## src/rtl/dma_hs_pkg.sv

```systemverilog
// Shared definitions for the DMA request/grant handshake sequencer.
// Assumes: mode codes are fixed by the software-visible encoding of R2.
package dma_hs_pkg;

    localparam logic [1:0] MODE_PLAIN = 2'd0;
    localparam logic [1:0] MODE_EXT   = 2'd1;
    localparam logic [1:0] MODE_PACED = 2'd2;

    typedef enum logic [2:0] {
        ST_IDLE   = 3'd0,
        ST_SETUP  = 3'd1,
        ST_ACCESS = 3'd2,
        ST_END    = 3'd3,
        ST_HOLD   = 3'd4
    } seq_state_t;

endpackage

```

## src/rtl/dma_req_sync.sv

```systemverilog
// Request synchronizer and falling-edge detector.
// Brings the asynchronous active-low request into the clock domain through
// STAGES flops, then flags one cycle when the synchronized copy goes low.
// Assumes: STAGES >= 2; the request must stay low for at least one clock to
// be guaranteed to be seen.
module dma_req_sync #(
    parameter int STAGES = 2
) (
    input  logic clk,
    input  logic rst_n,
    input  logic req_n_i,
    output logic req_low_o,
    output logic req_fall_o
);

    logic [STAGES-1:0] chain_q;
    logic              low_prev_q;

    // Shift the raw request through the synchronizer chain.
    generate
        for (genvar s = 0; s < STAGES; s++) begin : g_stage
            if (s == 0) begin : g_first
                always_ff @(posedge clk) begin
                    if (!rst_n) chain_q[0] <= 1'b1;
                    else        chain_q[0] <= req_n_i;
                end
            end else begin : g_next
                always_ff @(posedge clk) begin
                    if (!rst_n) chain_q[s] <= 1'b1;
                    else        chain_q[s] <= chain_q[s-1];
                end
            end
        end
    endgenerate

    assign req_low_o = ~chain_q[STAGES-1];

    // Remember last cycle's synchronized level for edge detection.
    always_ff @(posedge clk) begin
        if (!rst_n) low_prev_q <= 1'b0;
        else        low_prev_q <= req_low_o;
    end

    assign req_fall_o = req_low_o & ~low_prev_q;

endmodule

```

## src/rtl/dma_grant_seq.sv

```systemverilog
// Transfer sequencer: IDLE -> SETUP -> ACCESS (W+1 cycles, stretched while
// the request stays low) -> END -> optional HOLD -> IDLE.
// A request edge seen while busy is kept pending and served afterwards.
// Assumes: wait count and hold enable are stable in the start cycle.
module dma_grant_seq
    import dma_hs_pkg::*;
#(
    parameter int WAIT_W = 3
) (
    input  logic              clk,
    input  logic              rst_n,
    input  logic              req_low_i,
    input  logic              req_fall_i,
    input  logic [WAIT_W-1:0] wait_i,
    input  logic              hold_en_i,
    output seq_state_t        state_o,
    output logic              start_o,
    output logic              exit_o
);

    seq_state_t        state_q;
    logic [WAIT_W-1:0] wait_q;
    logic [WAIT_W-1:0] cnt_q;
    logic              hold_q;
    logic              pend_q;
    logic              cnt_zero;

    assign cnt_zero = (cnt_q == '0);
    assign start_o  = (state_q == ST_IDLE) && (req_fall_i || pend_q);
    assign exit_o   = (state_q == ST_ACCESS) && cnt_zero && !req_low_i;
    assign state_o  = state_q;

    // Keep a request edge that arrives while a transfer is running.
    always_ff @(posedge clk) begin
        if (!rst_n)                                pend_q <= 1'b0;
        else if (req_fall_i && state_q != ST_IDLE) pend_q <= 1'b1;
        else if (start_o)                          pend_q <= 1'b0;
    end

    // Capture timing configuration at transfer start only.
    always_ff @(posedge clk) begin
        if (!rst_n) begin
            wait_q <= '0;
            hold_q <= 1'b0;
        end else if (start_o) begin
            wait_q <= wait_i;
            hold_q <= hold_en_i;
        end
    end

    // Advance the transfer state and the wait-state counter.
    always_ff @(posedge clk) begin
        if (!rst_n) begin
            state_q <= ST_IDLE;
            cnt_q   <= '0;
        end else begin
            unique case (state_q)
                ST_IDLE: begin
                    if (start_o) state_q <= ST_SETUP;
                end
                ST_SETUP: begin
                    state_q <= ST_ACCESS;
                    cnt_q   <= wait_q;
                end
                ST_ACCESS: begin
                    if (!cnt_zero)       cnt_q   <= cnt_q - 1'b1;
                    else if (!req_low_i) state_q <= ST_END;
                end
                ST_END: begin
                    state_q <= hold_q ? ST_HOLD : ST_IDLE;
                end
                ST_HOLD: begin
                    state_q <= ST_IDLE;
                end
                default: state_q <= ST_IDLE;
            endcase
        end
    end

endmodule

```

## src/rtl/dma_strobe_dec.sv

```systemverilog
// Strobe decoder and data path.
// Turns the sequencer state and the mode/direction captured at start into
// grant, read/write, select, tri-state enable and done; holds outbound data
// and captures inbound data at the end of the access.
// Assumes: the state only leaves IDLE through a start cycle.
module dma_strobe_dec
    import dma_hs_pkg::*;
#(
    parameter int DATA_W = 16
) (
    input  logic              clk,
    input  logic              rst_n,
    input  seq_state_t        state_i,
    input  logic              start_i,
    input  logic              exit_i,
    input  logic [1:0]        mode_i,
    input  logic              dir_i,
    input  logic [DATA_W-1:0] tx_data_i,
    input  logic [DATA_W-1:0] ext_data_i,
    output logic [1:0]        mode_o,
    output logic              grant_n_o,
    output logic              rd_n_o,
    output logic              wr_n_o,
    output logic              sel_n_o,
    output logic [DATA_W-1:0] ext_data_o,
    output logic              ext_data_oe_o,
    output logic [DATA_W-1:0] rx_data_o,
    output logic              done_o
);

    logic [1:0]        mode_q;
    logic              dir_q;
    logic [DATA_W-1:0] tx_q;
    logic [DATA_W-1:0] rx_q;
    logic              bus_mode;
    logic              paced;
    logic              in_access;
    logic              strobe_on;
    logic              sel_on;

    // Capture mode, direction and outbound data at transfer start.
    always_ff @(posedge clk) begin
        if (!rst_n) begin
            mode_q <= MODE_PLAIN;
            dir_q  <= 1'b0;
            tx_q   <= '0;
        end else if (start_i) begin
            mode_q <= mode_i;
            dir_q  <= dir_i;
            tx_q   <= tx_data_i;
        end
    end

    // Latch inbound data on the edge that closes the access.
    always_ff @(posedge clk) begin
        if (!rst_n)                rx_q <= '0;
        else if (exit_i && !dir_q) rx_q <= ext_data_i;
    end

    // Decode the strobes from the registered state.
    always_comb begin
        paced     = (mode_q == MODE_PACED);
        bus_mode  = paced || (mode_q == MODE_EXT);
        in_access = (state_i == ST_ACCESS);
        strobe_on = bus_mode && (state_i == ST_SETUP || in_access);
        sel_on    = bus_mode && (state_i == ST_SETUP || in_access ||
                                 state_i == ST_END   || state_i == ST_HOLD);
    end

    assign mode_o        = mode_q;
    assign grant_n_o     = !(in_access && !paced);
    assign rd_n_o        = !(strobe_on && !dir_q);
    assign wr_n_o        = !(strobe_on && dir_q);
    assign sel_n_o       = !sel_on;
    assign ext_data_o    = tx_q;
    assign ext_data_oe_o = in_access && dir_q;
    assign rx_data_o     = rx_q;
    assign done_o        = (state_i == ST_END);

endmodule

```

## src/rtl/dma_hs_ctrl.sv

```systemverilog
// Top of the per-channel DMA request/grant handshake controller.
// Chains the request synchronizer, the transfer sequencer and the strobe
// decoder. Assumes one clock domain; only dmar_n_i is asynchronous.
module dma_hs_ctrl
    import dma_hs_pkg::*;
#(
    parameter int DATA_W      = 16,
    parameter int WAIT_W      = 3,
    parameter int SYNC_STAGES = 2
) (
    input  logic              clk,
    input  logic              rst_n,
    input  logic              dmar_n_i,
    input  logic [1:0]        mode_i,
    input  logic              dir_i,
    input  logic [WAIT_W-1:0] wait_i,
    input  logic              hold_en_i,
    input  logic [DATA_W-1:0] tx_data_i,
    input  logic [DATA_W-1:0] ext_data_i,
    output logic              grant_n_o,
    output logic              rd_n_o,
    output logic              wr_n_o,
    output logic              sel_n_o,
    output logic [DATA_W-1:0] ext_data_o,
    output logic              ext_data_oe_o,
    output logic [DATA_W-1:0] rx_data_o,
    output logic              done_o
);

    logic       req_low;
    logic       req_fall;
    logic       start;
    logic       exit_acc;
    logic [1:0] cfg_mode;
    seq_state_t state;

    dma_req_sync #(.STAGES(SYNC_STAGES)) u_sync (
        .clk        (clk),
        .rst_n      (rst_n),
        .req_n_i    (dmar_n_i),
        .req_low_o  (req_low),
        .req_fall_o (req_fall)
    );

    dma_grant_seq #(.WAIT_W(WAIT_W)) u_seq (
        .clk        (clk),
        .rst_n      (rst_n),
        .req_low_i  (req_low),
        .req_fall_i (req_fall),
        .wait_i     (wait_i),
        .hold_en_i  (hold_en_i),
        .state_o    (state),
        .start_o    (start),
        .exit_o     (exit_acc)
    );

    dma_strobe_dec #(.DATA_W(DATA_W)) u_dec (
        .clk           (clk),
        .rst_n         (rst_n),
        .state_i       (state),
        .start_i       (start),
        .exit_i        (exit_acc),
        .mode_i        (mode_i),
        .dir_i         (dir_i),
        .tx_data_i     (tx_data_i),
        .ext_data_i    (ext_data_i),
        .mode_o        (cfg_mode),
        .grant_n_o     (grant_n_o),
        .rd_n_o        (rd_n_o),
        .wr_n_o        (wr_n_o),
        .sel_n_o       (sel_n_o),
        .ext_data_o    (ext_data_o),
        .ext_data_oe_o (ext_data_oe_o),
        .rx_data_o     (rx_data_o),
        .done_o        (done_o)
    );

endmodule

```

## config.mk

```make
export PLATFORM = sky130hd
export DESIGN_NAME = dma_hs_ctrl
export DESIGN_NICKNAME = d
export VERILOG_FILES = /design/src/rtl/dma_hs_pkg.sv /design/src/rtl/dma_req_sync.sv /design/src/rtl/dma_grant_seq.sv /design/src/rtl/dma_strobe_dec.sv /design/src/rtl/dma_hs_ctrl.sv
export SDC_FILE = /design/constraint.sdc
export NUM_CORES = 1
export LEC_CHECK = 0
export ABC_AREA = 1
export BUFFER_PORTS_ARGS = -buffer_cell sky130_fd_sc_hd__buf_2
export CORE_MARGIN = 2
export CORE_UTILIZATION = 47
export DETAILED_ROUTE_END_ITERATION = 10
export MAX_ROUTING_LAYER = met4
export PLACE_DENSITY_LB_ADDON = 0.08
export SETUP_SLACK_MARGIN = 0.5
export SLEW_MARGIN = 30
export SYNTH_ARGS = -nofsm -noshare
export SYNTH_HDL_FRONTEND = slang
export SYNTH_SLANG_ARGS = --single-unit
```

## constraint.sdc

```tcl
create_clock -name clk -period 1.7 [get_ports clk]
set_input_delay 0.255 -clock clk [delete_from_list [all_inputs] [get_ports clk]]
set_output_delay 0.255 -clock clk [all_outputs]
set_load 0.02 [all_outputs]
```

==> summary.txt, run 1 <==
STA
  • Setup_tns: 0 ns
  • Worst-margin pin slew: 0.2667 ns
  • F_max: 0.6290 GHz
  • Max_slew headroom: 82.20%
  • Tcrit/Tclk final: 93.52%
  • Final setup vio count: 0
  • Fin. max-slew vios: 0
  • RSZ-0062 raised after global routing: true
  • Post-layout min period: 1.590 ns
  • Fin. Hold Viols: 0
  • Clk_skew: 0.005492 ns

Synth
  • Ys flop type: dfxtp_1
  • Post-Synthesis Cells: 280
  • Mapped cell area: 1998 um^2
  • Largest cells by area after synthesis: dfxtp_1 49%, nor2_1 17%, nand2_1 9.6%, inv_1 5.4%, o21ai_0 4.5%
  • Post-synth EDFFs: 0
  • Syn Area/Cell: 7.136 um^2
  • Sequential area share after synthesis: 49.09%
  • Mapped Nets: 325
  • Area leader, netlist: dfxtp_1
  • Flops & latches, synth: 49
  • Synth cell types: 22
  • Top cell type's share of synthesized area: 49.09%
  • Fraction of registers with async set/reset: 0%
  • Syn. warnings: 0

Floorplanning
  • Chip width: 69.20 um
  • # rows: 23
  • Die H: 69.20 um
  • Num ports: 80
  • Initial Util: 49.24%
  • Die footprint: 4789 um^2
  • Core box area: 4058 um^2

Setup path
  • Worst-path fanout max: 4
  • CP max-delay cell: dfxtp_4
  • WS Path Type: reg -> out
  • CP peak stage delay: 0.37 ns
  • Top delay family on crit path: simple AND/OR/NAND/NOR gates
  • WP buf/inv: 2
  • Startpoint types: flip-flop
  • Critical Path Sink Type: primary output
  • CP most frequent cell: nand2_4
  • Worst Path Arrival: 1.33 ns
  • Worst EP required: 1.44 ns
  • Worst path cell trace: nor2_4, nand2_4, buf_12, nand2_4, nand3_2, buf_6

Run
  • MaxCap Viol Count: 0

Clock network
  • CTS tree: built
  • Later-pin clock latency in the skew report: 0.31 ns
  • Clock Path Buffers: 2
  • Num CTS Buffers: 5
  • Clock sinks: 49
  • CTS clk-pin slew, worst paths: 0.08 ns
  • Clock Tree Root: clkbuf_8
  • H-tree levels: 2

Placed design
  • Dpl cells: 400
  • Dpl hpwl: 2.886 mm
  • Final RePlAce weighted congestion: 0.8133
  • PortBufs: 79

Power and ir drop
  • Switch Pwr: 1.156 mW
  • Sequential share of power: 39.4%
  • Clock power frac: 24.8%
  • Pint: 2.329 mW
  • Comb power frac: 35.9%
  • Lkg Pwr: 1.616 nW
  • PwrDens: 1082 nW/um^2
  • Peak supply drop: 0.0007812 V
  • Switching share of power: 33.16%

Drt
  • DRC: 0
  • Via density: 4.821
  • Post-route ant nets: 0
  • Final wirelength: 6.031 mm
  • DRT iter0 DRCs: 59
  • Router iterations before antenna repair: 4
  • WL/cell: 13.86 um
  • Vias: 2097

Cells and area
  • Commonest cells after routing, fill and taps aside: 73 x buf_2, 68 x nor2_1, 43 x dfxtp_1, 29 x nand2_1, 22 x inv_1
  • Most common cell after layout, fill and taps aside: buf_2
  • Final nets: 429
  • Non-Filler Instances: 435
  • Diodes inserted: 0
  • Share of cells above drive strength 1: 49.09%
  • FILL cells: 294
  • P&R area growth vs syn: 61.24%

Status
  • Status: complete, no violations

Hold path
  • Hold Path Class: in -> reg

Global route
  • First-pass GRT wire length: 7.921 mm
  • Vias in the first global route: 1786
  • GRT Overall Usage: 21.05%
  • Initial antenna violation count: 0
  • Grt ovf: 0
  • Largest net degree at the start of global routing: 35
==> flip-flops by register name, summed over array words and instances, names as in the netlist <==
| signal | count |
|---|---|
| u_seq.wait_q | 3 |
| u_dec.rx_data_o | 16 |
| u_dec.ext_data_o | 16 |
| u_seq.hold_q | 1 |
| u_seq.cnt_q | 3 |
| u_dec.mode_o | 2 |
| u_sync.low_prev_q | 1 |
| u_seq.state_o | 3 |
| u_sync.chain_q | 2 |
| u_dec.dir_q | 1 |
| u_seq.pend_q | 1 |
==> logic make-up after synthesis <==
family                   synth area share [%]
flip-flops                              49.09
AO/OA/AOI/OAI                           7.264
AND/OR/NAND/NOR                         32.37
adder cells (fa/ha/maj)                 1.879
buffers and inverters                   9.392
==> area by class of cell <==
| class | instances | area (um^2) | area share [%] |
|---|---|---|---|
| multi-input combinational | 189 | 1049 | 32.54 |
| timing repair buffer | 106 | 834.6 | 25.90 |
| inverter | 30 | 130.1 | 4.039 |
| sequential | 49 | 996.0 | 30.91 |
| tap | 50 | 62.56 | 1.942 |
| clock inverter | 1 | 30.03 | 0.9320 |
| clock buffer | 7 | 86.33 | 2.680 |
| timing repair inverter | 3 | 33.78 | 1.049 |
==> path summary, 6_finish.rpt <==
path / from / end / slack, ns / depth (start not counted)
setup / recovery: u_seq.state_o[0]$_SDFFE_PN0P_ / wr_n_o / 0.11 / 6
hold / removal: dmar_n_i / u_sync.chain_q[0]$_SDFF_PN1_ / 0.13 / 2
setup reg to reg: u_seq.state_o[0]$_SDFFE_PN0P_ / u_dec.rx_data_o[11]$_SDFFE_PN0P_ / 0.17 / 10
hold reg to reg: u_sync.chain_q[0]$_SDFF_PN1_ / u_sync.chain_q[1]$_SDFF_PN1_ / 0.43 / 1
==> synthesized netlist by cell type (2+ instances only) <==
master	count
buf_1	2
buf_2	3
clkbuf_1	3
nand2_1	51
nor3_1	3
nor2_1	90
o21ai_0	18
inv_1	29
buf_6	3
ha_1	3
nor2_4	2
nand3_1	4
o21ai_1	10
or2_2	3
dfxtp_1	49
==> power groups by stage <==
stage	clock, mW	combinational, mW	sequential (mW)
final	0.863	1.25	1.37
after detailed placement	0	0.755	1.38
after floorplan	0	0.427	1.49
after global routing	0.908	1.35	1.39
after CTS	0.868	0.962	1.37
after global placement	0	0.746	1.38
==> per-layer routing <==
| metal | track usage (%) | vias to the layer above | part of all wire [%] |
|---|---|---|---|
| li1 | - | 1059 | - |
| met1 | 24.86 | 949 | 40 |
| met2 | 34.51 | 69 | 52 |
| met3 | 4.215 | 20 | 4.8 |
| met4 | 9.804 | 0 | 3.0 |
| met5 | - | - | 0 |
==> stage by stage <==
stage | setup WS (ns) | area (um^2) | util (%) | hold WS, ns | power, mW
2_1_floorplan | 0.4416 | 1999 | - | 0.3616 | 1.918
3_3_place_gp | 0.3556 | 2430 | 59.88 | 0.4171 | 2.127
5_1_grt | 0.07868 | 3222 | 79.40 | 0.1400 | 3.649
4_1_cts | 0.2163 | 2839 | 69.97 | 0.1363 | 3.197
6_report | 0.1102 | 3222 | 79.40 | 0.1347 | 3.485
3_5_place_dp | 0.3464 | 2430 | 59.88 | 0.4153 | 2.136
==> what timing repair did <==
| item | CTS | global route |
|---|---|---|
| hold buffers | 0 | 0 |
| buffers inserted | 10 | 10 |
| resized for setup | 40 | 80 |
| pin swaps | 5 | 15 |
| gates cloned | 3 | 4 |
| endpoints found under the setup margin | 48 | 49 |
No activity file was read; power rests on OpenSTA's default activity.
==> run 2, diff against run 1 <==
--- a/config.mk
+++ b/config.mk
@@ -7,8 +7,9 @@
 export LEC_CHECK = 0
 export ABC_AREA = 1
 export BUFFER_PORTS_ARGS = -buffer_cell sky130_fd_sc_hd__buf_2
+export CAP_MARGIN = 5
 export CORE_MARGIN = 2
-export CORE_UTILIZATION = 47
+export CORE_UTILIZATION = 48
 export DETAILED_ROUTE_END_ITERATION = 10
 export MAX_ROUTING_LAYER = met4
 export PLACE_DENSITY_LB_ADDON = 0.08
@@ -16,4 +17,5 @@
 export SLEW_MARGIN = 30
 export SYNTH_ARGS = -nofsm -noshare
 export SYNTH_HDL_FRONTEND = slang
+export SYNTH_HIERARCHICAL = 1
 export SYNTH_SLANG_ARGS = --single-unit
==> summary.txt, run 2 <==
STA
  • Fin. Hold Viols: 0 (unchanged)
  • F_max: 0.6392 GHz (+1.6%)
  • Post-layout min period: 1.564 ns (-0.02542 ns)
  • RSZ-0062 raised after global routing: true
  • Max_slew headroom: 75.04% (-7.2 points)
  • Tcrit/Tclk final: 92.02% (-1.5 points)
  • Fin. max-slew vios: 0 (unchanged)
  • Worst setup margin: 0.1356 ns (+0.02542 ns)
  • Setup_tns: 0 ns (unchanged)
  • Clk_skew: 0.009786 ns (+0.004293 ns)
  • Final setup vio count: 0 (unchanged)
  • Worst-margin pin slew: 0.3739 ns (+0.1072 ns)

Synth
  • Mapped cell area: 2103 um^2 (+5.3%)
  • Top cell type's share of synthesized area: 46.64% (-2.5 points)
  • Synth cell types: 25 (+14%)
  • Adder-Cell Fraction of Synth Area: 1.785% (-0.094 points)
  • Mapped Nets: 342 (+5.2%)
  • Flops & latches, synth: 49 (unchanged)
  • Synth Area in Simple Gates: 33.79% (+1.4 points)
  • Top-count cell post-synth: nor2_1
  • Main combinational cell family by area after synthesis: simple AND/OR/NAND/NOR gates
  • Syn. warnings: 6 (+6)
  • Synth Area in Compound Gates: 7.079% (-0.18 points)
  • Area leader, netlist: dfxtp_1
  • Post-synth EDFFs: 0 (unchanged)
  • Sequential area share after synthesis: 46.64% (-2.5 points)
  • Syn Area/Cell: 7.082 um^2 (-0.77%)
  • Ys flop type: dfxtp_1
  • Mux share of post-synthesis cell area: 0% (unchanged)
  • Fraction of registers with async set/reset: 0% (unchanged)
  • Synth Area in XOR/XNOR: 0% (unchanged)
  • Post-Synthesis Cells: 297 (+6.1%)
  • Post-synth top cells: 86 x nor2_1, 50 x nand2_1, 49 x dfxtp_1, 31 x inv_1, 21 x o21ai_0
  • Largest cells by area after synthesis: dfxtp_1 47%, nor2_1 15%, nand2_1 8.9%, inv_1 5.5%, o21ai_0 5.0%

Drt
  • Vias: 2372 (+13%)
  • DRT iter0 DRCs: 187 (+220%)
  • DRC: 0 (unchanged)
  • Post-route ant nets: 0 (unchanged)
  • Router iterations before antenna repair: 4 (unchanged)
  • Final wirelength: 7.230 mm (+20%)
  • WL/cell: 15.58 um (+12%)
  • Via density: 5.112 (+6.0%)

Clock network
  • Num CTS Buffers: 5 (unchanged)
  • Clock Tree Root: clkbuf_8
  • Clock sinks: 49 (unchanged)
  • Hold buffer count at cts: 0 (unchanged)
  • H-tree levels: 2 (unchanged)
  • Clock Path Buffers: 2 (unchanged)
  • CTS tree: built
  • CTS clk-pin slew, worst paths: 0.09 ns (about the same)
  • Later-pin clock latency in the skew report: 0.31 ns (about the same)

Cells and area
  • Share of cells above drive strength 1: 54.37% (+5.3 points)
  • P&R area growth vs syn: 72.10%
  • Non-Filler Instances: 464 (+6.7%)
  • Final core occ: 84.29% (+4.9 points)
  • Diodes inserted: 0 (unchanged)
  • Final nets: 457 (+6.5%)
  • Most common cell after layout, fill and taps aside: buf_2
  • Commonest cells after routing, fill and taps aside: 73 x buf_2, 54 x nor2_1, 40 x dfxtp_1, 39 x nand2_1, 28 x nor2_4

Hold path
  • Hold Path Class: in -> reg
  • Hold path start: dmar_n_i
  • Hold Path Depth: 3 (+1)
  • WHS Endpoint: u_sync/chain_q[0]$_SDFF_PN1_

Setup path
  • Worst-path fanout max: 8 (+4)
  • Flop2flop setup slack: 0.14 ns (-0.03 ns)
  • WS Path Type: reg -> reg
  • Worst R2R End: u_dec/rx_data_o[7]$_SDFFE_PN0P_
  • Origin of the critical flop-to-flop path: u_seq/state_o[1]$_SDFFE_PN0P_
  • Startpoint types: flip-flop
  • Critical Path Sink Type: flip-flop
  • Worst EP required: 1.93 ns (+0.49 ns)
  • Worst Path Arrival: 1.79 ns (+0.46 ns)
  • FF-to-FF path depth: 10 (unchanged)

Floorplanning
  • Core box area: 4294 um^2 (+5.8%)
  • Die H: 70.20 um (+1.4%)
  • Num ports: 80 (unchanged)
  • Initial Util: 48.98% (-0.26 points)
  • Chip width: 70.20 um (+1.4%)
  • # rows: 24 (+4.3%)
  • Die footprint: 4927 um^2 (+2.9%)

Global route
  • Met3 Use GR: 6.638% (+2.4 points)
  • Vias in the first global route: 2180 (+22%)
  • Layer with the highest usage: met2
  • Initial antenna violation count: 0 (unchanged)
  • Largest net degree at the start of global routing: 30 (-14%)
  • Met2 Track Usage GR: 40.63% (+6.1 points)
  • First-pass GRT wire length: 9.515 mm (+20%)
  • Grt ovf: 0 (unchanged)
  • GRT Overall Usage: 25.05% (+4.0 points)
  • Met1 usage: 29.86% (+5.0 points)

Power and ir drop
  • PwrDens: 759.2 nW/um^2 (-30%)
  • Lkg Pwr: 1.726 nW (+6.8%)
  • Peak supply drop: 0.0005202 V (-33%)
  • Total power: 2.748 mW (-21%)

Placed design
  • Final RePlAce weighted congestion: 0.8770 (+7.8%)
  • Dpl cells: 419 (+4.8%)
  • Setup WS pre-CTS: 0.1884 ns (-0.1580 ns)
  • PortBufs: 79 (unchanged)
  • Dpl hpwl: 3.199 mm (+11%)

Run
  • MaxCap Viol Count: 0 (unchanged)

Status
  • Status: complete, no violations
==> run 2: power by group <==
group | switching [mW] | internal (mW)
Clock | 0.380 | 0.324
Sequential | 0.0554 | 1.21
Combinational | 0.442 | 0.332
Total | 0.877 | 1.87
==> run 2: per-stage QoR <==
| step | area, um^2 | hold WS (ns) |
|---|---|---|
| after global routing | 3620 | 0.1188 |
| after global placement | 2539 | 0.3943 |
| final | 3620 | 0.1128 |
| after floorplan | 2153 | 0.3236 |
| after detailed placement | 2539 | 0.3980 |
| after CTS | 3087 | 0.1122 |
==> run 2: layout make-up <==
class | count | area [um^2]
clock buffers | 7 | 86.33
fillers | 257 | 674.4
inverters | 38 | 225.2
multi-input cells | 199 | 1319
flip-flops and latches | 49 | 1002
well taps | 52 | 65.06
repair buffers | 112 | 794.5
repair inverters | 7 | 127.6
==> run 2: critical path, cell delays in order, from the launching register on <==
cell and delay, ns:
dfxtp_4 0.43, buf_6 0.13, nand2_4 0.05, nor2_4 0.12
nand2_2 0.09, inv_4 0.09, inv_4 0.04, nor2_4 0.15
buf_6 0.17, nor2_2 0.06, nor2_1 0.15
==> run 2: routing by layer <==
| metal | up-vias | share of wire, % |
|---|---|---|
| met5 | - | 0 |
| met4 | 0 | 3.3 |
| met3 | 23 | 5.7 |
| met2 | 99 | 52 |
| met1 | 1114 | 39 |
| li1 | 1136 | - |
==> run 2: worst max-delay path by stage <==
stage                     slack, ns  cells past startpoint                           from                               end
after floorplan                0.34                     12    u_seq/cnt_q[1]$_SDFFE_PN0P_   u_dec/rx_data_o[0]$_SDFFE_PN0P_
after global placement         0.22                     10    u_seq/cnt_q[1]$_SDFFE_PN0P_  u_dec/rx_data_o[11]$_SDFFE_PN0P_
after detailed placement       0.19                     10    u_seq/cnt_q[0]$_SDFFE_PN0P_  u_dec/rx_data_o[13]$_SDFFE_PN0P_
after CTS                      0.17                      5   u_dec/mode_o[0]$_SDFFE_PN0P_                            wr_n_o
after global routing           0.09                      5   u_dec/mode_o[0]$_SDFFE_PN0P_                            rd_n_o
final                          0.14                     10  u_seq/state_o[1]$_SDFFE_PN0P_   u_dec/rx_data_o[7]$_SDFFE_PN0P_
==> run 2: logic make-up after synthesis <==
family                   count (synthesis)
AO/OA/AOI/OAI                           29
adder cells (fa/ha/maj)                  3
buffers and inverters                   49
flip-flops                              49
AND/OR/NAND/NOR                        167
==> run 2: what timing repair did <==
item,4_1_cts,5_1_grt
gates resized for setup,90,103
hold endpoints to repair,0,0
setup buffers,17,13
pin swaps,22,40
cloned,5,3
endpoints found under the setup margin,45,49
==> run 3, diff against run 2 <==
--- a/config.mk
+++ b/config.mk
@@ -6,6 +6,7 @@
 export NUM_CORES = 1
 export LEC_CHECK = 0
 export ABC_AREA = 1
+export ABC_CLOCK_PERIOD_IN_PS = 1550
 export BUFFER_PORTS_ARGS = -buffer_cell sky130_fd_sc_hd__buf_2
 export CAP_MARGIN = 5
 export CORE_MARGIN = 2
@@ -14,6 +15,7 @@
 export MAX_ROUTING_LAYER = met4
 export PLACE_DENSITY_LB_ADDON = 0.08
 export SETUP_SLACK_MARGIN = 0.5
+export SKIP_CTS_REPAIR_TIMING = 1
 export SLEW_MARGIN = 30
 export SYNTH_ARGS = -nofsm -noshare
 export SYNTH_HDL_FRONTEND = slang
==> constraint.sdc (replaced) <==
create_clock -name clk -period 1.55 [get_ports clk]
set_input_delay 0.2325 -clock clk [delete_from_list [all_inputs] [get_ports clk]]
set_output_delay 0.2325 -clock clk [all_outputs]
set_load 0.02 [all_outputs]
==> summary.txt, run 3 (synthesis results as in run 2) <==
Placed design
  • Dpl cells: 422 (+0.72%)
  • Area post-placement: 2581 um^2 (+1.7%)
  • PortBufs: 79 (unchanged)
  • Setup WS pre-CTS: 0.1058 ns (-0.08267 ns)
  • Dpl hpwl: 3.235 mm (+1.1%)
  • Final RePlAce weighted congestion: 0.8904 (+1.5%)

Clock network
  • Clock sinks: 49 (unchanged)
  • Clock Tree Root: clkbuf_8
  • Clock Path Buffers: 2 (unchanged)
  • CTS tree: built
  • H-tree levels: 2 (unchanged)
  • CTS clk-pin slew, worst paths: 0.08 ns (about the same)
  • Num CTS Buffers: 5 (unchanged)
  • Later-pin clock latency in the skew report: 0.30 ns (about the same)

Floorplanning
  • Initial Util: 48.98% (unchanged)
  • # rows: 24 (unchanged)
  • Die H: 70.20 um (unchanged)
  • Num ports: 80 (unchanged)
  • Die footprint: 4927 um^2 (unchanged)
  • Core box area: 4294 um^2 (unchanged)
  • Chip width: 70.20 um (unchanged)

Cells and area
  • Share of cells above drive strength 1: 52.00% (-2.4 points)
  • Non-Filler Instances: 452 (-2.6%)
  • P&R area growth vs syn: 58.54%
  • Fin area: 3334 um^2 (-7.9%)
  • FILL cells: 308 (+20%)
  • Diodes inserted: 0 (unchanged)
  • Most common cell after layout, fill and taps aside: nor2_1
  • Commonest cells after routing, fill and taps aside: 73 x nor2_1, 45 x buf_2, 45 x nand2_1, 40 x buf_4, 25 x inv_1
  • Final nets: 445 (-2.6%)

Setup path
  • Critical Path Sink Type: primary output
  • Levels on crit path: 5 (-5)
  • Worst path cell trace: buf_6, inv_4, nand3_4, or2_4, buf_6
  • CP most frequent cell: buf_6
  • CP max-delay cell: dfxtp_4
  • Worst EP required: 1.32 ns (-0.61 ns)
  • Worst Path Arrival: 1.27 ns (-0.52 ns)
  • WP buf/inv: 3 (-1)
  • CP peak stage delay: 0.37 ns (-0.06 ns)
  • Startpoint types: flip-flop
  • Top delay family on crit path: flip-flops
  • WS Path Type: reg -> out
  • Worst-path fanout max: 4 (-4)
  • FF-to-FF path depth: 11 (+1)

Global route
  • Vias in the first global route: 1921 (-12%)
  • Grt ovf: 0 (unchanged)
  • GRT Overall Usage: 20.12% (-4.9 points)
  • Initial antenna violation count: 0 (unchanged)
  • First-pass GRT wire length: 7.948 mm (-16%)
  • Largest net degree at the start of global routing: 25 (-17%)

STA
  • Worst setup margin: 0.04347 ns (-0.09215 ns)
  • RSZ-0062 raised after global routing: true
  • Final setup vio count: 0 (unchanged)
  • Fin. max-slew vios: 0 (unchanged)
  • Max_slew headroom: 67.96% (-7.1 points)
  • F_max: 0.6638 GHz
  • Tcrit/Tclk final: 97.20%
  • Worst-margin pin slew: 0.4806 ns (+0.1067 ns)
  • Post-layout min period: 1.507 ns
  • Fin. Hold Viols: 0 (unchanged)
  • Clk_skew: 0.008293 ns (-0.001493 ns)

Run
  • MaxCap Viol Count: 0 (unchanged)

Hold path
  • Hold Path Depth: 3 (unchanged)
  • Hold Path Class: in -> reg

Drt
  • DRT iter0 DRCs: 120 (-36%)
  • Router iterations before antenna repair: 5 (+1)
  • Final wirelength: 5.625 mm (-22%)
  • WL/cell: 12.44 um (-20%)
  • DRC: 0 (unchanged)
  • Post-route ant nets: 0 (unchanged)
  • Via density: 4.830 (-5.5%)
  • Vias: 2183 (-8.0%)

Power and ir drop
  • Lkg Pwr: 1.599 nW (-7.3%)
  • Peak supply drop: 0.0006297 V (+21%)
  • PwrDens: 854.0 nW/um^2 (+12%)

Status
  • Status: complete, no violations
-- run 3: cell type report --
cell class	count	area (um^2)	area share, %
clock buffer	7	86.33	2.589
inverter	38	205.2	6.154
multi-input combinational	199	1137	34.11
sequential	49	1021	30.62
tap	52	65.06	1.951
timing repair buffer	100	720.7	21.61
timing repair inverter	7	98.84	2.964
-- run 3: path summary, 6_finish.rpt --
path	from	endpoint	slack, ns
max	u_seq/state_o[2]$_SDFFE_PN0P_	grant_n_o	0.04
min	dmar_n_i	u_sync/chain_q[0]$_SDFF_PN1_	0.10
max reg2reg	u_seq/cnt_q[0]$_SDFFE_PN0P_	u_dec/rx_data_o[2]$_SDFFE_PN0P_	0.11
min reg2reg	u_sync/chain_q[0]$_SDFF_PN1_	u_sync/chain_q[1]$_SDFF_PN1_	0.41
-- run 3: layer usage --
metal / share of wire, % / wire [um] / up-vias / GRT usage, %
met5: 0 / 0 / - / -
li1: - / - / 1112 / -
met2: 50 / 2804 / 65 / 32.28
met3: 5.1 / 286 / 10 / 4.906
met1: 43 / 2440 / 996 / 24.82
met4: 1.7 / 93 / 0 / 7.051
-- run 3: tightest hold or removal path: cells and delay by family --
kind	cells	cell delay, ns
buffers and inverters	2	0.11
and+or+nand+nor	1	0.04
-- run 3: power by group --
group / switching, mW / internal [mW] / total (mW)
logic: 0.392 / 0.309 / 0.701
clock network: 0.398 / 0.355 / 0.752
registers: 0.0562 / 1.34 / 1.39
-- run 3: metrics by stage --
stage	utilization, %	hold slack [ns]	TNS [ns]	total power, mW
finish	77.65	0.1018	0	2.848
global route	77.65	0.1143	-0.01932	3.006
CTS	62.12	0.09235	-0.4571	2.653
detailed placement	60.11	0.3914	0	1.897
global placement	60.11	0.3908	0	1.888
floorplan	-	0.3011	0	1.746
